### src/rtl/dbt_pkg.sv
// Shared widths, field positions, request kinds and the repaired timing
// record of the display bus cycle timer. Assumes on-times are narrower
// than tick counts.
package dbt_pkg;
    parameter int unsigned TICK_W = 6;
    parameter int unsigned ON_W   = 4;

    localparam int unsigned ONOFF_W = 3 * ON_W + 3 * TICK_W;
    localparam int unsigned CYC_W   = 4 * TICK_W + ON_W;

    localparam int unsigned CS_ON_LSB  = 0;
    localparam int unsigned CS_OFF_LSB = ON_W;
    localparam int unsigned WE_ON_LSB  = ON_W + TICK_W;
    localparam int unsigned WE_OFF_LSB = 2 * ON_W + TICK_W;
    localparam int unsigned RE_ON_LSB  = 2 * ON_W + 2 * TICK_W;
    localparam int unsigned RE_OFF_LSB = 3 * ON_W + 2 * TICK_W;

    localparam int unsigned WCYC_LSB = 0;
    localparam int unsigned RCYC_LSB = TICK_W;
    localparam int unsigned SPARE_LSB = 2 * TICK_W;
    localparam int unsigned ACC_LSB  = 3 * TICK_W + ON_W;

    typedef logic [TICK_W-1:0] tick_t;

    typedef enum logic [1:0] {
        K_CMD   = 2'd0,
        K_PARAM = 2'd1,
        K_READ  = 2'd2
    } kind_e;

    typedef struct packed {
        tick_t cs_on;
        tick_t cs_off;
        tick_t we_on;
        tick_t we_off;
        tick_t re_on;
        tick_t re_off;
        tick_t acc;
        tick_t end_wr;
        tick_t end_rd;
    } timing_t;

    function automatic tick_t tmax(input tick_t a, input tick_t b);
        return (a > b) ? a : b;
    endfunction
endpackage

### src/rtl/dbt_timing_clamp.sv
// Decodes the two packed timing words and repairs illegal orderings.
// Purely combinational; the caller snapshots the result.
module dbt_timing_clamp
    import dbt_pkg::*;
(
    input  logic [ONOFF_W-1:0] onoff_word,
    input  logic [CYC_W-1:0]   cyc_word,
    output timing_t            tim
);
    localparam int unsigned PAD_W = TICK_W - ON_W;

    tick_t cs_on, cs_off_r, we_on, we_off_r, re_on, re_off_r;
    tick_t wcyc_r, rcyc_r, acc_r;
    tick_t we_off, re_off, cs_off, acc, wcyc, rcyc;
    logic  unused_spare;

    // Field extraction; on-times are zero-extended to tick width.
    always_comb begin
        cs_on    = {{PAD_W{1'b0}}, onoff_word[CS_ON_LSB +: ON_W]};
        cs_off_r = onoff_word[CS_OFF_LSB +: TICK_W];
        we_on    = {{PAD_W{1'b0}}, onoff_word[WE_ON_LSB +: ON_W]};
        we_off_r = onoff_word[WE_OFF_LSB +: TICK_W];
        re_on    = {{PAD_W{1'b0}}, onoff_word[RE_ON_LSB +: ON_W]};
        re_off_r = onoff_word[RE_OFF_LSB +: TICK_W];
        wcyc_r   = cyc_word[WCYC_LSB +: TICK_W];
        rcyc_r   = cyc_word[RCYC_LSB +: TICK_W];
        acc_r    = cyc_word[ACC_LSB +: TICK_W];
    end

    assign unused_spare = ^cyc_word[SPARE_LSB +: TICK_W + ON_W];

    // Ordering repair: raise each value to its nearest legal setting.
    always_comb begin
        we_off = tmax(we_off_r, we_on + 1'b1);
        re_off = tmax(re_off_r, re_on + 1'b1);
        cs_off = tmax(tmax(cs_off_r, cs_on + 1'b1), tmax(we_off, re_off));
        acc    = tmax(acc_r, re_on + 1'b1);
        wcyc   = tmax(wcyc_r, we_off);
        rcyc   = tmax(rcyc_r, re_off);
        tim.cs_on  = cs_on;
        tim.cs_off = cs_off;
        tim.we_on  = we_on;
        tim.we_off = we_off;
        tim.re_on  = re_on;
        tim.re_off = re_off;
        tim.acc    = acc;
        tim.end_wr = tmax(wcyc, cs_off);
        tim.end_rd = tmax(tmax(rcyc, cs_off), acc);
    end
endmodule

### src/rtl/dbt_tick_gen.sv
// Tick enable: every clock, or every second clock when stretched.
// Assumes start restarts the phase so the first tick is a full one.
module dbt_tick_gen (
    input  logic clk,
    input  logic rst_n,
    input  logic start,
    input  logic run,
    input  logic x2,
    output logic tick
);
    logic phase_q;

    // Phase toggles while running; cleared at the start of each access.
    always_ff @(posedge clk) begin
        if (!rst_n)      phase_q <= 1'b0;
        else if (start)  phase_q <= 1'b0;
        else if (run)    phase_q <= ~phase_q;
    end

    assign tick = run & (~x2 | phase_q);
endmodule

### src/rtl/dbt_access_seq.sv
// Accepts one request when idle, snapshots its settings, counts ticks
// up to the end tick, pulses done and captures read data at the access
// tick. Assumes the requester holds req_valid until accepted.
module dbt_access_seq
    import dbt_pkg::*;
#(
    parameter int unsigned DATA_W = 16
) (
    input  logic              clk,
    input  logic              rst_n,
    input  logic              req_valid,
    input  logic [1:0]        req_kind,
    input  logic [DATA_W-1:0] req_wdata,
    input  timing_t           tim_in,
    input  logic              x2_in,
    input  logic [DATA_W-1:0] bus_din,
    output logic              active,
    output kind_e             kind_q,
    output tick_t             t_q,
    output timing_t           tim_q,
    output logic [DATA_W-1:0] wdata_q,
    output logic              done,
    output logic [DATA_W-1:0] rd_data
);
    typedef enum logic {S_IDLE, S_ACT} state_e;

    state_e state_q;
    logic   x2_q;
    logic   tick;
    logic   accept;
    logic   at_end;
    kind_e  kind_in;
    tick_t  end_sel;

    assign accept  = (state_q == S_IDLE) && req_valid;
    assign kind_in = req_kind[1] ? K_READ : (req_kind[0] ? K_PARAM : K_CMD);
    assign end_sel = (kind_q == K_READ) ? tim_q.end_rd : tim_q.end_wr;
    assign at_end  = (state_q == S_ACT) && tick && (t_q == end_sel);
    assign active  = (state_q == S_ACT);

    dbt_tick_gen tick_i (
        .clk   (clk),
        .rst_n (rst_n),
        .start (accept),
        .run   (state_q == S_ACT),
        .x2    (x2_q),
        .tick  (tick)
    );

    // Access state and tick counter.
    always_ff @(posedge clk) begin
        if (!rst_n) begin
            state_q <= S_IDLE;
            t_q     <= '0;
        end else if (accept) begin
            state_q <= S_ACT;
            t_q     <= '0;
        end else if (at_end) begin
            state_q <= S_IDLE;
        end else if ((state_q == S_ACT) && tick) begin
            t_q <= t_q + 1'b1;
        end
    end

    // Request snapshot taken at acceptance.
    always_ff @(posedge clk) begin
        if (!rst_n) begin
            kind_q  <= K_PARAM;
            tim_q   <= '0;
            wdata_q <= '0;
            x2_q    <= 1'b0;
        end else if (accept) begin
            kind_q  <= kind_in;
            tim_q   <= tim_in;
            wdata_q <= req_wdata;
            x2_q    <= x2_in;
        end
    end

    // End-of-access pulse.
    always_ff @(posedge clk) begin
        if (!rst_n) done <= 1'b0;
        else        done <= at_end;
    end

    // Read capture on the last clock of the access tick.
    always_ff @(posedge clk) begin
        if (!rst_n)
            rd_data <= '0;
        else if ((state_q == S_ACT) && tick && (kind_q == K_READ) && (t_q == tim_q.acc))
            rd_data <= bus_din;
    end
endmodule

### src/rtl/dbt_pin_drive.sv
// Forms the asserted state of each pin from the tick count and the
// snapshot, registers it, and applies per-pin polarity after the flop.
// Pin index order: 0 A0, 1 read strobe, 2 write strobe, 3 chip-select.
module dbt_pin_drive
    import dbt_pkg::*;
#(
    parameter int unsigned DATA_W = 16
) (
    input  logic              clk,
    input  logic              rst_n,
    input  logic              active,
    input  kind_e             kind,
    input  tick_t             t,
    input  timing_t           tim,
    input  logic [DATA_W-1:0] wdata,
    input  logic [3:0]        pin_pol,
    output logic [3:0]        pins,
    output logic              bus_oe,
    output logic [DATA_W-1:0] bus_dout
);
    localparam int unsigned NPIN = 4;

    logic [NPIN-1:0] asrt_d, asrt_q;
    logic            is_rd;

    function automatic logic in_win(input tick_t tv, input tick_t on, input tick_t off);
        return (tv >= on) && (tv < off);
    endfunction

    assign is_rd = (kind == K_READ);

    // Asserted state of each pin for the current tick.
    always_comb begin
        asrt_d[0] = (kind == K_CMD);
        asrt_d[1] = active && is_rd  && in_win(t, tim.re_on, tim.re_off);
        asrt_d[2] = active && !is_rd && in_win(t, tim.we_on, tim.we_off);
        asrt_d[3] = active && in_win(t, tim.cs_on, tim.cs_off);
    end

    // Output registers for glitch-free pins and data bus.
    always_ff @(posedge clk) begin
        if (!rst_n) begin
            asrt_q   <= '0;
            bus_oe   <= 1'b0;
            bus_dout <= '0;
        end else begin
            asrt_q   <= asrt_d;
            bus_oe   <= active && !is_rd;
            bus_dout <= wdata;
        end
    end

    // Polarity: a clear select bit means asserted drives low.
    for (genvar i = 0; i < NPIN; i++) begin : g_pol
        assign pins[i] = asrt_q[i] ^ ~pin_pol[i];
    end
endmodule

### src/rtl/dbt_cycle_timer.sv
// Top of the display bus cycle timer: timing repair, access sequencer
// and pin drivers. Assumes one access at a time, held-valid requests.
module dbt_cycle_timer
    import dbt_pkg::*;
#(
    parameter int unsigned DATA_W = 16
) (
    input  logic              clk,
    input  logic              rst_n,
    input  logic [ONOFF_W-1:0] onoff_word,
    input  logic [CYC_W-1:0]  cyc_word,
    input  logic              tick_x2,
    input  logic [3:0]        pin_pol,
    input  logic              req_valid,
    input  logic [1:0]        req_kind,
    input  logic [DATA_W-1:0] req_wdata,
    output logic              busy,
    output logic              done,
    output logic [DATA_W-1:0] rd_data,
    output logic              cs_o,
    output logic              we_o,
    output logic              re_o,
    output logic              a0_o,
    output logic              bus_oe,
    output logic [DATA_W-1:0] bus_dout,
    input  logic [DATA_W-1:0] bus_din
);
    timing_t           tim_c, tim_q;
    logic              active;
    kind_e             kind_q;
    tick_t             t_q;
    logic [DATA_W-1:0] wdata_q;
    logic [3:0]        pins;

    dbt_timing_clamp clamp_i (
        .onoff_word (onoff_word),
        .cyc_word   (cyc_word),
        .tim        (tim_c)
    );

    dbt_access_seq #(.DATA_W(DATA_W)) seq_i (
        .clk       (clk),
        .rst_n     (rst_n),
        .req_valid (req_valid),
        .req_kind  (req_kind),
        .req_wdata (req_wdata),
        .tim_in    (tim_c),
        .x2_in     (tick_x2),
        .bus_din   (bus_din),
        .active    (active),
        .kind_q    (kind_q),
        .t_q       (t_q),
        .tim_q     (tim_q),
        .wdata_q   (wdata_q),
        .done      (done),
        .rd_data   (rd_data)
    );

    dbt_pin_drive #(.DATA_W(DATA_W)) pins_i (
        .clk      (clk),
        .rst_n    (rst_n),
        .active   (active),
        .kind     (kind_q),
        .t        (t_q),
        .tim      (tim_q),
        .wdata    (wdata_q),
        .pin_pol  (pin_pol),
        .pins     (pins),
        .bus_oe   (bus_oe),
        .bus_dout (bus_dout)
    );

    assign busy = active;
    assign a0_o = pins[0];
    assign re_o = pins[1];
    assign we_o = pins[2];
    assign cs_o = pins[3];
endmodule

### config.mk
export PLATFORM = sky130hd
export DESIGN_NAME = dbt_cycle_timer
export DESIGN_NICKNAME = d
export VERILOG_FILES = /design/src/rtl/dbt_pkg.sv /design/src/rtl/dbt_timing_clamp.sv /design/src/rtl/dbt_tick_gen.sv /design/src/rtl/dbt_access_seq.sv /design/src/rtl/dbt_pin_drive.sv /design/src/rtl/dbt_cycle_timer.sv
export SDC_FILE = /design/constraint.sdc
export NUM_CORES = 1
export LEC_CHECK = 0
export ABC_AREA = 1
export BUFFER_PORTS_ARGS = -buffer_cell sky130_fd_sc_hd__buf_2
export CAP_MARGIN = 20
export CORE_MARGIN = 8
export CORE_UTILIZATION = 35
export DETAILED_ROUTE_END_ITERATION = 10
export PLACE_DENSITY = 0.51
export SYNTH_ARGS = -nofsm -noshare
export SYNTH_HDL_FRONTEND = slang
export SYNTH_SLANG_ARGS = --single-unit
### constraint.sdc
create_clock -name clk -period 9.9 [get_ports clk]
set_input_delay 1.485 -clock clk [delete_from_list [all_inputs] [get_ports clk]]
set_output_delay 1.485 -clock clk [all_outputs]
set_load 0.01 [all_outputs]
---- Word-level counts from Yosys, hierarchy flattened ----
Cells that the tools add are included.
Widths: inputs -> output; s select.
word-level totals
  bits in registers ....................... 113
  bits of input ports ..................... 100
  output and inout bits ................... 39
  logic and storage cells ................. 93
cells by class
  add/subtract/negate cells ............... 4
  magnitude comparators ................... 17
  reductions and logical operators ........ 18
  mux-type cells .......................... 16
  bitwise operators ....................... 15
  eq/ne operators ......................... 3
operators by type and width
  operator             count
  $mux 6               12
  $gt 6x6->1           11
  $ge 6x4->1           3
  $lt 6x6->1           3
  $add 4x1->5 const B  3
  $logic_and 1x1->1    13
  $eq 6x6->1           2
  $not 1->1            9
  $add 6x1->6 const B  1
  $xor 1x1->1          4
  $mux 1               3
  $eq 2x2->1 const B   1
  $logic_not 2->1      1
  $mux 2               1
  $reduce_and 2->1     1
  $reduce_bool 2->1    1
  $reduce_or 2->1      1
  $and 1x1->1          1
  $logic_not 1->1      1
  $or 1x1->1           1

---- Logic depth before layout (Yosys ltp) ----
Gate-level depths: netlist of run 1.
  depth after elaboration ................. 11
  gate-level depth with buffers ........... 54
  gate-level depth less buffers ........... 52

---- By module ----
Synthesis of run 1 repeated with hierarchy kept, for this count alone.
unflattened totals
  cell total of the unflattened synthesis .. 1,223
  area total of the unflattened synthesis .. 8,479.4 µm²
by module, submodules not included
  module            area each (µm²)  seq. area each (µm²)  instances  cells an instance
  dbt_access_seq    3,878.7          1,941.9               1          494
  dbt_timing_clamp  3,002.9          0.0                   1          497
  dbt_pin_drive     1,540.2          420.4                 1          222
  dbt_tick_gen      57.6             20.0                  1          10

---- Worst setup path before layout of run 1 ----
OpenSTA, ideal clock, no wires.
  path type ............................... in2reg
  start point ............................. input onoff_word[20]
  end point ............................... register, netlist name seq_i.tim_q[1]
  arrival time ............................ 7,429 ps
  setup slack ............................. 2,413 ps
  stages .................................. 47
  data required time ...................... 9,841 ps
  path through ............................ ha_1 -> xnor2_1 -> ha_1 -> inv_1 -> nor2_1 -> nand4_1 -> nand3_4 -> nand2_4 -> o21ai_1 -> ha_1 -> a21oi_1 -> nor2_1 -> nor2_2 -> nand2_4 -> nand2_4 -> buf_8 -> o21ai_0 -> ha_1 -> [... 11 more ...] -> o21bai_1 -> nand3_2 -> nand2_4 -> nand2_4 -> nand2_1 -> nand2_1 -> ha_1 -> nand2_1 -> inv_1 -> nand3_1 -> o21bai_1 -> a32oi_1 -> inv_1 -> nand2_1 -> nand2_1 -> inv_1 -> nand2_1 -> nand2_1
between the ends
  cells in the longest elaborated chain, start to end .. 11
RTL lines
  what                line                                            text
  start: declaration  dbt_cycle_timer.sv:10                           input logic [ONOFF_W-1:0] onoff_word,
  $add 4x1->5 (*)     dbt_timing_clamp.sv:35, dbt_timing_clamp.sv:37
  $gt 6x6->1          dbt_pkg.sv:44                                   return (a > b) ? a : b;
  $mux 6              dbt_pkg.sv:44
  $gt 6x6->1          dbt_pkg.sv:44
  $mux 6              dbt_pkg.sv:44
  $gt 6x6->1          dbt_pkg.sv:44
  $mux 6              dbt_pkg.sv:44
  $gt 6x6->1          dbt_pkg.sv:44
  $mux 6              dbt_pkg.sv:44
  $gt 6x6->1          dbt_pkg.sv:44
  $mux 6 (*)          dbt_pkg.sv:44
Every way passes the cells marked *; elsewhere a longest branch is shown, timed or not.
A chain may end at the register's enable or synchronous reset.

---- Worst setup path after layout of run 1 ----
  start point ............................. input onoff_word[20]
  end point ............................... register, netlist name seq_i.tim_q[2]
between the ends
  cells in the longest elaborated chain, start to end .. 11
RTL lines
  what             line
  $add 4x1->5 (*)  dbt_timing_clamp.sv:35, dbt_timing_clamp.sv:37
  $gt 6x6->1       dbt_pkg.sv:44
  $mux 6           dbt_pkg.sv:44
  $gt 6x6->1       dbt_pkg.sv:44
  $mux 6           dbt_pkg.sv:44
  $gt 6x6->1       dbt_pkg.sv:44
  $mux 6           dbt_pkg.sv:44
  $gt 6x6->1       dbt_pkg.sv:44
  $mux 6           dbt_pkg.sv:44
  $gt 6x6->1       dbt_pkg.sv:44
  $mux 6 (*)       dbt_pkg.sv:44
Marks and branches as above.

==> results.toml, run 1 <==
[outcome]
outcome = "finished clean"

[logic_synthesis]
synthCells = 988
ys_warn_count = 0
netlist_area_um2 = 7260
synth_nets = 1170
ys_types = 51
syn_area_per_cell_um2 = 7.34
yosysSeqAreaShare_pct = 31.2
synth_seq_cells = 113

[drt]
drc = 0
drt_pre_antenna_iters = 5
wire_per_inst_um = 13.9
vias_per_cell = 4.63
ant_nets = 0
wl_um = 19500
drt_iter0_drc = 289
via_count = 6497

[critical_path]
ff2ff_path_depth = 14
critPathCaptureType = "flop"
arrival_ns = 8.26
crit_required_ns = 10.26
critPathLaunchType = "input pin"
cp_common_cell = "nand2_1"
cpMaxStageDelayCell = "ha_1"
slowest_delay_ns = 0.38
crit_fanout = 12
r2r_slack_ns = 7.24
worst-setup-path-type = "input pin to flop"
timing.rr.end = "seq_i.t_q[4]"
worstReg2RegStart = "seq_i.kind_q[1]"

[clocking]
cts_hold_buf = 0
clk-insertion-delay-late_ns = 0.41
clockBufferDepth = 2
numCtsBuffers = 17
numClockSinks = 113
cts_resized = 0
htreeDepth = 4
root_buffer = "clkbuf_16"
cts_tree = "done"
cts_setup_buffers = 0
clk_pin_slew_worst_paths_ns = 0.06

[global_routing]
grt_first_pass_wirelength_um = 32600
antenna_found_initial = 0
grt_usage_pct = 15.5
overflow = 0
grt_max_degree = 35
first_global_vias = 6459

[cells_and_area]
layout-drive-gt1-share_pct = 20.6
nets = 1302
multi_input_area_um2 = 4180
seqCellArea_um2 = 2260
final_area_um2 = 8830
diodes = 0
fill_cells = 2209
final_util_pct = 43.5
area_growth_pct = 21.7

[placement]
dp_hpwl_um = 15500
dp_slack_ns = 1.52
place.gp.congestion = 0.830
detailed_place.area_um2 = 8180
portBuffers = 128

[power_and_ir_drop]
swShare_pct = 37.9
seqPwrFrac_pct = 29.9
p_int_mw = 1.11
ir_drop_mv = 0.124
pwr-share-clk_pct = 33.6
p_switching_mw = 0.681
power_mw = 1.79
p_per_area_nw_per_um2 = 203
pwr-share-comb_pct = 36.5
p_leak_nw = 4.56

[floorplanning]
fp.dieH_um = 160
die-area_um2 = 25600
io-pin-count = 139
core_region_area_um2 = 20300
rows = 52
start_util_pct = 35.7
die_x_um = 160

[hold_path]
min_path_cells = 2
worstHoldPathType = "flop to flop"
min_to = "pins_i.bus_dout[13]"
hp-start = "seq_i.wdata_q[13]"

[timing]
tightest_slew_ns = 0.909
post-route-period-util_pct = 79.9
fin_skew_ns = 0.00780
finalHoldViolations = 0
final_max_slew_viol_count = 0
setup_tns_ns = 0
fin_ws_ns = 1.99
rsz0062_at_grt = "false"
max_slew_margin_pct = 39.2
fmax_ghz = 0.126
period_needed_ns = 7.91
setup_viol = 0

[job]
drv_cap = 0
per-stage QoR:
stage,std cells,hold slack [ns]
after detailed placement,1368,0.411
after global placement,1368,0.407
final,1403,0.423
after global routing,1403,0.432
after floorplan,988,0.397
after CTS,1400,0.418
final cells by class:
cell class	count	share of cell area, %
clock buffer	17	4.82
clock inverter	15	1.86
timing repair buffer	140	8.70
inverter	183	7.79
sequential	113	25.6
multi-input combinational	665	47.4
tap	270	3.83
cell families after synthesis:
kind of cell | Yosys count | share of synthesized area [%]
AOI/OAI and AO/OA | 181 | 15.1
xor gates and xnor gates | 19 | 2.29
DFF | 113 | 31.2
adders and majority gates | 82 | 14.1
and+or+nand+nor | 377 | 25.3
buffers and inverters | 210 | 11.2
muxes | 6 | 0.828
power groups by stage:
stage	Combinational [mW]	Sequential (mW)	Clock [mW]
global placement	0.651	0.545	0
floorplan	0.489	0.542	0
finish	0.655	0.536	0.603
CTS	0.658	0.536	0.617
global route	0.760	0.542	0.640
detailed placement	0.654	0.546	0
flip-flops by register name, summed over array words and instances, names as in the netlist, 2 cells and up:
register and flops:
seq_i.tim_q 48, seq_i.kind_q 2, pins_i.asrt_q 4, seq_i.rd_data 16
pins_i.bus_dout 16, seq_i.t_q 6, seq_i.wdata_q 16
cell usage after synthesis, drive strengths merged:
cell type	n	area, um^2
clkinv	2	8.75
a22oi	1	7.51
a21o	2	15.0
xnor2	9	78.8
and3	1	11.3
a32o	1	10.0
xor2	10	87.6
a2bb2oi	1	8.76
o22ai	23	144
ha	82	1030
mux2i	6	60.1
or2	1	6.26
nand4	9	108
dfxtp	113	2260
nand3b	1	7.51
o41ai	2	17.5
o21ai	59	295
o21a	9	67.6
clkbuf	20	75.1
inv	181	679
o2111a	1	11.3
a2111oi	1	8.76
nand2	209	910
or3	1	11.3
nand3	68	423
a31o	1	8.76
nor2	77	309
nor3	8	40.0
a211oi	19	143
and2	1	6.26
buf	7	47.5
o21bai	13	97.6
a32oi	1	8.76
nor4	1	6.26
o211ai	1	12.5
a21oi	45	225
o221a	1	11.3
critical path: cells and delay by family:
| kind | cells | cell delay (ns) |
|---|---|---|
| AND/OR/NAND/NOR | 26 | 2.57 |
| AO/OA/AOI/OAI | 8 | 1.17 |
| adder cells (fa/ha/maj) | 6 | 1.94 |
| buffers and inverters | 11 | 1.04 |
worst max path at each step:
stage / start / end
3_5_place_dp: onoff_word[20] / seq_i.tim_q[2]
4_1_cts: onoff_word[20] / seq_i.tim_q[2]
2_1_floorplan: onoff_word[20] / seq_i.tim_q[1]
3_3_place_gp: onoff_word[20] / seq_i.tim_q[2]
5_1_grt: onoff_word[20] / seq_i.tim_q[2]
6_report: onoff_word[20] / seq_i.tim_q[2]
metal layers:
metal	vias to the layer above	share of wire, %	global-route usage (%)	wire, um
met5	-	0	0	0
met4	0	0.99	4.59	194
met3	15	4.2	2.78	816
met2	136	43	24.3	8400
met1	2856	52	21.3	10100
li1	3490	-	-	-
layout by cell type (no fill, tap or decap), types with 2 or more instances in the layout:
cell type and instances:
nand4_1 5, nand3_1 53, buf_4 9, inv_1 176, nor2_1 71, dfxtp_1 113, inv_8 5, inv_2 5
o21a_1 9, o21bai_1 13, mux2i_1 6, xnor2_1 9, nand2_1 185, a21oi_1 45, o21ai_1 3, o41ai_1 2
clkbuf_16 17, inv_6 7, a211oi_1 19, nand3_2 14, buf_16 2, nor3_1 8, o22ai_1 23, nor2_2 5
buf_2 128, o21ai_0 56, nand2_4 13, nand2_2 11, ha_1 82, a21o_1 2, xor2_1 10, nand4_4 3
Note: power is estimated with default switching activity, not from simulation.
==> run 2, diff against run 1 <==
--- a/config.mk
+++ b/config.mk
@@ -11,7 +11,7 @@
 export CORE_MARGIN = 8
 export CORE_UTILIZATION = 35
 export DETAILED_ROUTE_END_ITERATION = 10
-export PLACE_DENSITY = 0.51
+export PLACE_DENSITY = 0.53
 export SYNTH_ARGS = -nofsm -noshare
 export SYNTH_HDL_FRONTEND = slang
 export SYNTH_SLANG_ARGS = --single-unit
==> constraint.sdc (replaced) <==
create_clock -name clk -period 7 [get_ports clk]
set_input_delay 1.05 -clock clk [delete_from_list [all_inputs] [get_ports clk]]
set_output_delay 1.05 -clock clk [all_outputs]
set_load 0.01 [all_outputs]
==> run 2 against run 1 <==
Against the previous run: utilization increased by 2.9 points; highest routed layer unchanged; sequential power grew 41%; die area unchanged; final cell count increased by 3.8%; total power increased by 50%; first-iteration DRC count rose by 24%; critical path depth is 5 lower; sequential share of layout area fell by 1.6 points; hold slack about the same; non-clock buffer count increased by 52; critical path type unchanged; global-route usage is 0.22 points lower; cell area increased by 6.6%.
==> results.toml, run 2 (synthesized netlist as in run 1, its figures left out) <==
[power_and_ir_drop]
p_switching_mw = 1.00
swShare_pct = 37.2
pwr-share-comb_pct = 40.6
ir_drop_mv = 0.164
p_leak_nw = 4.84
p_int_mw = 1.69
seqPwrFrac_pct = 28.1
p_per_area_nw_per_um2 = 286
pwr-share-clk_pct = 31.3

[cells_and_area]
nets = 1356
mostFrequentLayoutCells = "nand2_1, inv_1, buf_2"
area_growth_pct = 29.7
regMostFlops = "seq_i.tim_q"
layout-drive-gt1-share_pct = 26.5
largest_register_ffs = 48
layout_commonest_cell = "nand2_1"
diodes = 0

[drt]
wire_per_inst_um = 13.7
drt_pre_antenna_iters = 5
wl_um = 19900
drc = 0
ant_nets = 0
vias_per_cell = 4.62
drt_iter0_drc = 359
via_count = 6730

[floorplanning]
fp.dieH_um = 160
rows = 52
start_util_pct = 35.7
die_x_um = 160
core_region_area_um2 = 20300
io-pin-count = 139
die-area_um2 = 25600

[clocking]
root_buffer = "clkbuf_16"
cts_hold_buf = 0
clk_pin_slew_worst_paths_ns = 0.06
htreeDepth = 4
clk-insertion-delay-late_ns = 0.41
numClockSinks = 113
numCtsBuffers = 17
clockBufferDepth = 2
cts_tree = "done"

[hold_path]
min_to = "pins_i.asrt_q[0]"
worstHoldPathType = "flop to flop"
hp-start = "seq_i.kind_q[1]"
min_path_cells = 1

[timing]
fmax_ghz = 0.153
finalHoldViolations = 0
fin_ws_ns = 0.458
setup_viol = 0
post-route-period-util_pct = 93.5
final_max_slew_viol_count = 0
setup_tns_ns = 0
period_needed_ns = 6.54
fin_skew_ns = 0.0133
tightest_slew_ns = 1.06
max_slew_margin_pct = 29.1

[global_routing]
grt_first_pass_wirelength_um = 32300
grt_max_degree = 37
overflow = 0
first_global_vias = 6509
antenna_found_initial = 0
grt_usage_pct = 15.3

[critical_path]
worst-setup-path-type = "input pin to flop"
critPathLaunchType = "input pin"
cpMaxStageDelayCell = "ha_1"
timing.rr.end = "seq_i.t_q[4]"
arrival_ns = 6.84
slowest_delay_ns = 0.30
critPathCaptureType = "flop"
ff2ff_path_depth = 14
crit_fanout = 8
worstReg2RegStart = "seq_i.kind_q[1]"
r2r_slack_ns = 4.35
cp_common_cell = "nand2_1"
crit_required_ns = 7.30

[placement]
place.gp.congestion = 0.853
dp_slack_ns = -0.160
dp_hpwl_um = 15800
portBuffers = 128

[job]
drv_cap = 0

[outcome]
outcome = "finished clean"
[run 2: changes by cell type in the layout (fill, tap and decap cells not counted), sizes merged]
cell,previous run,this run
inv,193,191
nand2,209,211
clkinv,3,5
buf,139,191
[run 2: what timing repair did]
action / in CTS / in global routing
gates resized for setup: 0 / 42
setup endpoints to repair: 0 / 6
setup buffers: 0 / 8
[run 2: area by class of cell]
cell class	count	area, um^2
inverters	183	688
clock inverters	15	164
clock buffers	17	425
repair buffers	192	1150
fillers	2132	10900
well taps	270	338
flip-flops and latches	113	2260
multi-input cells	667	4380
[run 2: metrics by stage]
step	instances	hold WS [ns]	instance area (um^2)	utilization, %	total power [mW]
2_1_floorplan	988	0.397	7260	-	1.46
3_3_place_gp	1414	0.410	8530	42.0	1.79
3_5_place_dp	1414	0.414	8530	42.0	1.80
4_1_cts	1446	0.424	9120	44.9	2.66
5_1_grt	1457	0.446	9410	46.4	2.90
6_report	1457	0.423	9410	46.4	2.70
[run 2: worst max path at each step]
stage | startpoint | endpoint | cells past startpoint
after floorplan | onoff_word[20] | seq_i.tim_q[1] | 47
after global placement | onoff_word[10] | seq_i.tim_q[2] | 45
after detailed placement | onoff_word[11] | seq_i.tim_q[2] | 46
after CTS | onoff_word[10] | seq_i.tim_q[2] | 47
after global routing | onoff_word[10] | seq_i.tim_q[2] | 46
final | onoff_word[20] | seq_i.tim_q[2] | 46
[run 2: power groups by stage]
stage          logic [mW]  registers [mW]  clock network, mW
5_1_grt              1.24           0.766              0.896
6_report             1.09           0.757              0.844
3_5_place_dp         1.03           0.772                  0
3_3_place_gp         1.02           0.770                  0
2_1_floorplan       0.698           0.767                  0
4_1_cts              1.04           0.758              0.863
[run 2: worst max-delay path: cells and delay by family]
family / cells / cell delay (ns)
buffers and inverters: 10 / 0.87
AND/OR/NAND/NOR: 23 / 2.24
AO/OA/AOI/OAI: 7 / 1.04
adder cells (fa/ha/maj): 6 / 1.62
[run 2: routing by layer]
metal / GRT usage, % / routed length, um / up-vias
li1: - / - / 3610
met1: 20.7 / 10100 / 2996
met2: 24.0 / 8770 / 116
met3: 3.47 / 869 / 8
met4: 3.95 / 161 / 0
met5: 0 / 0 / -
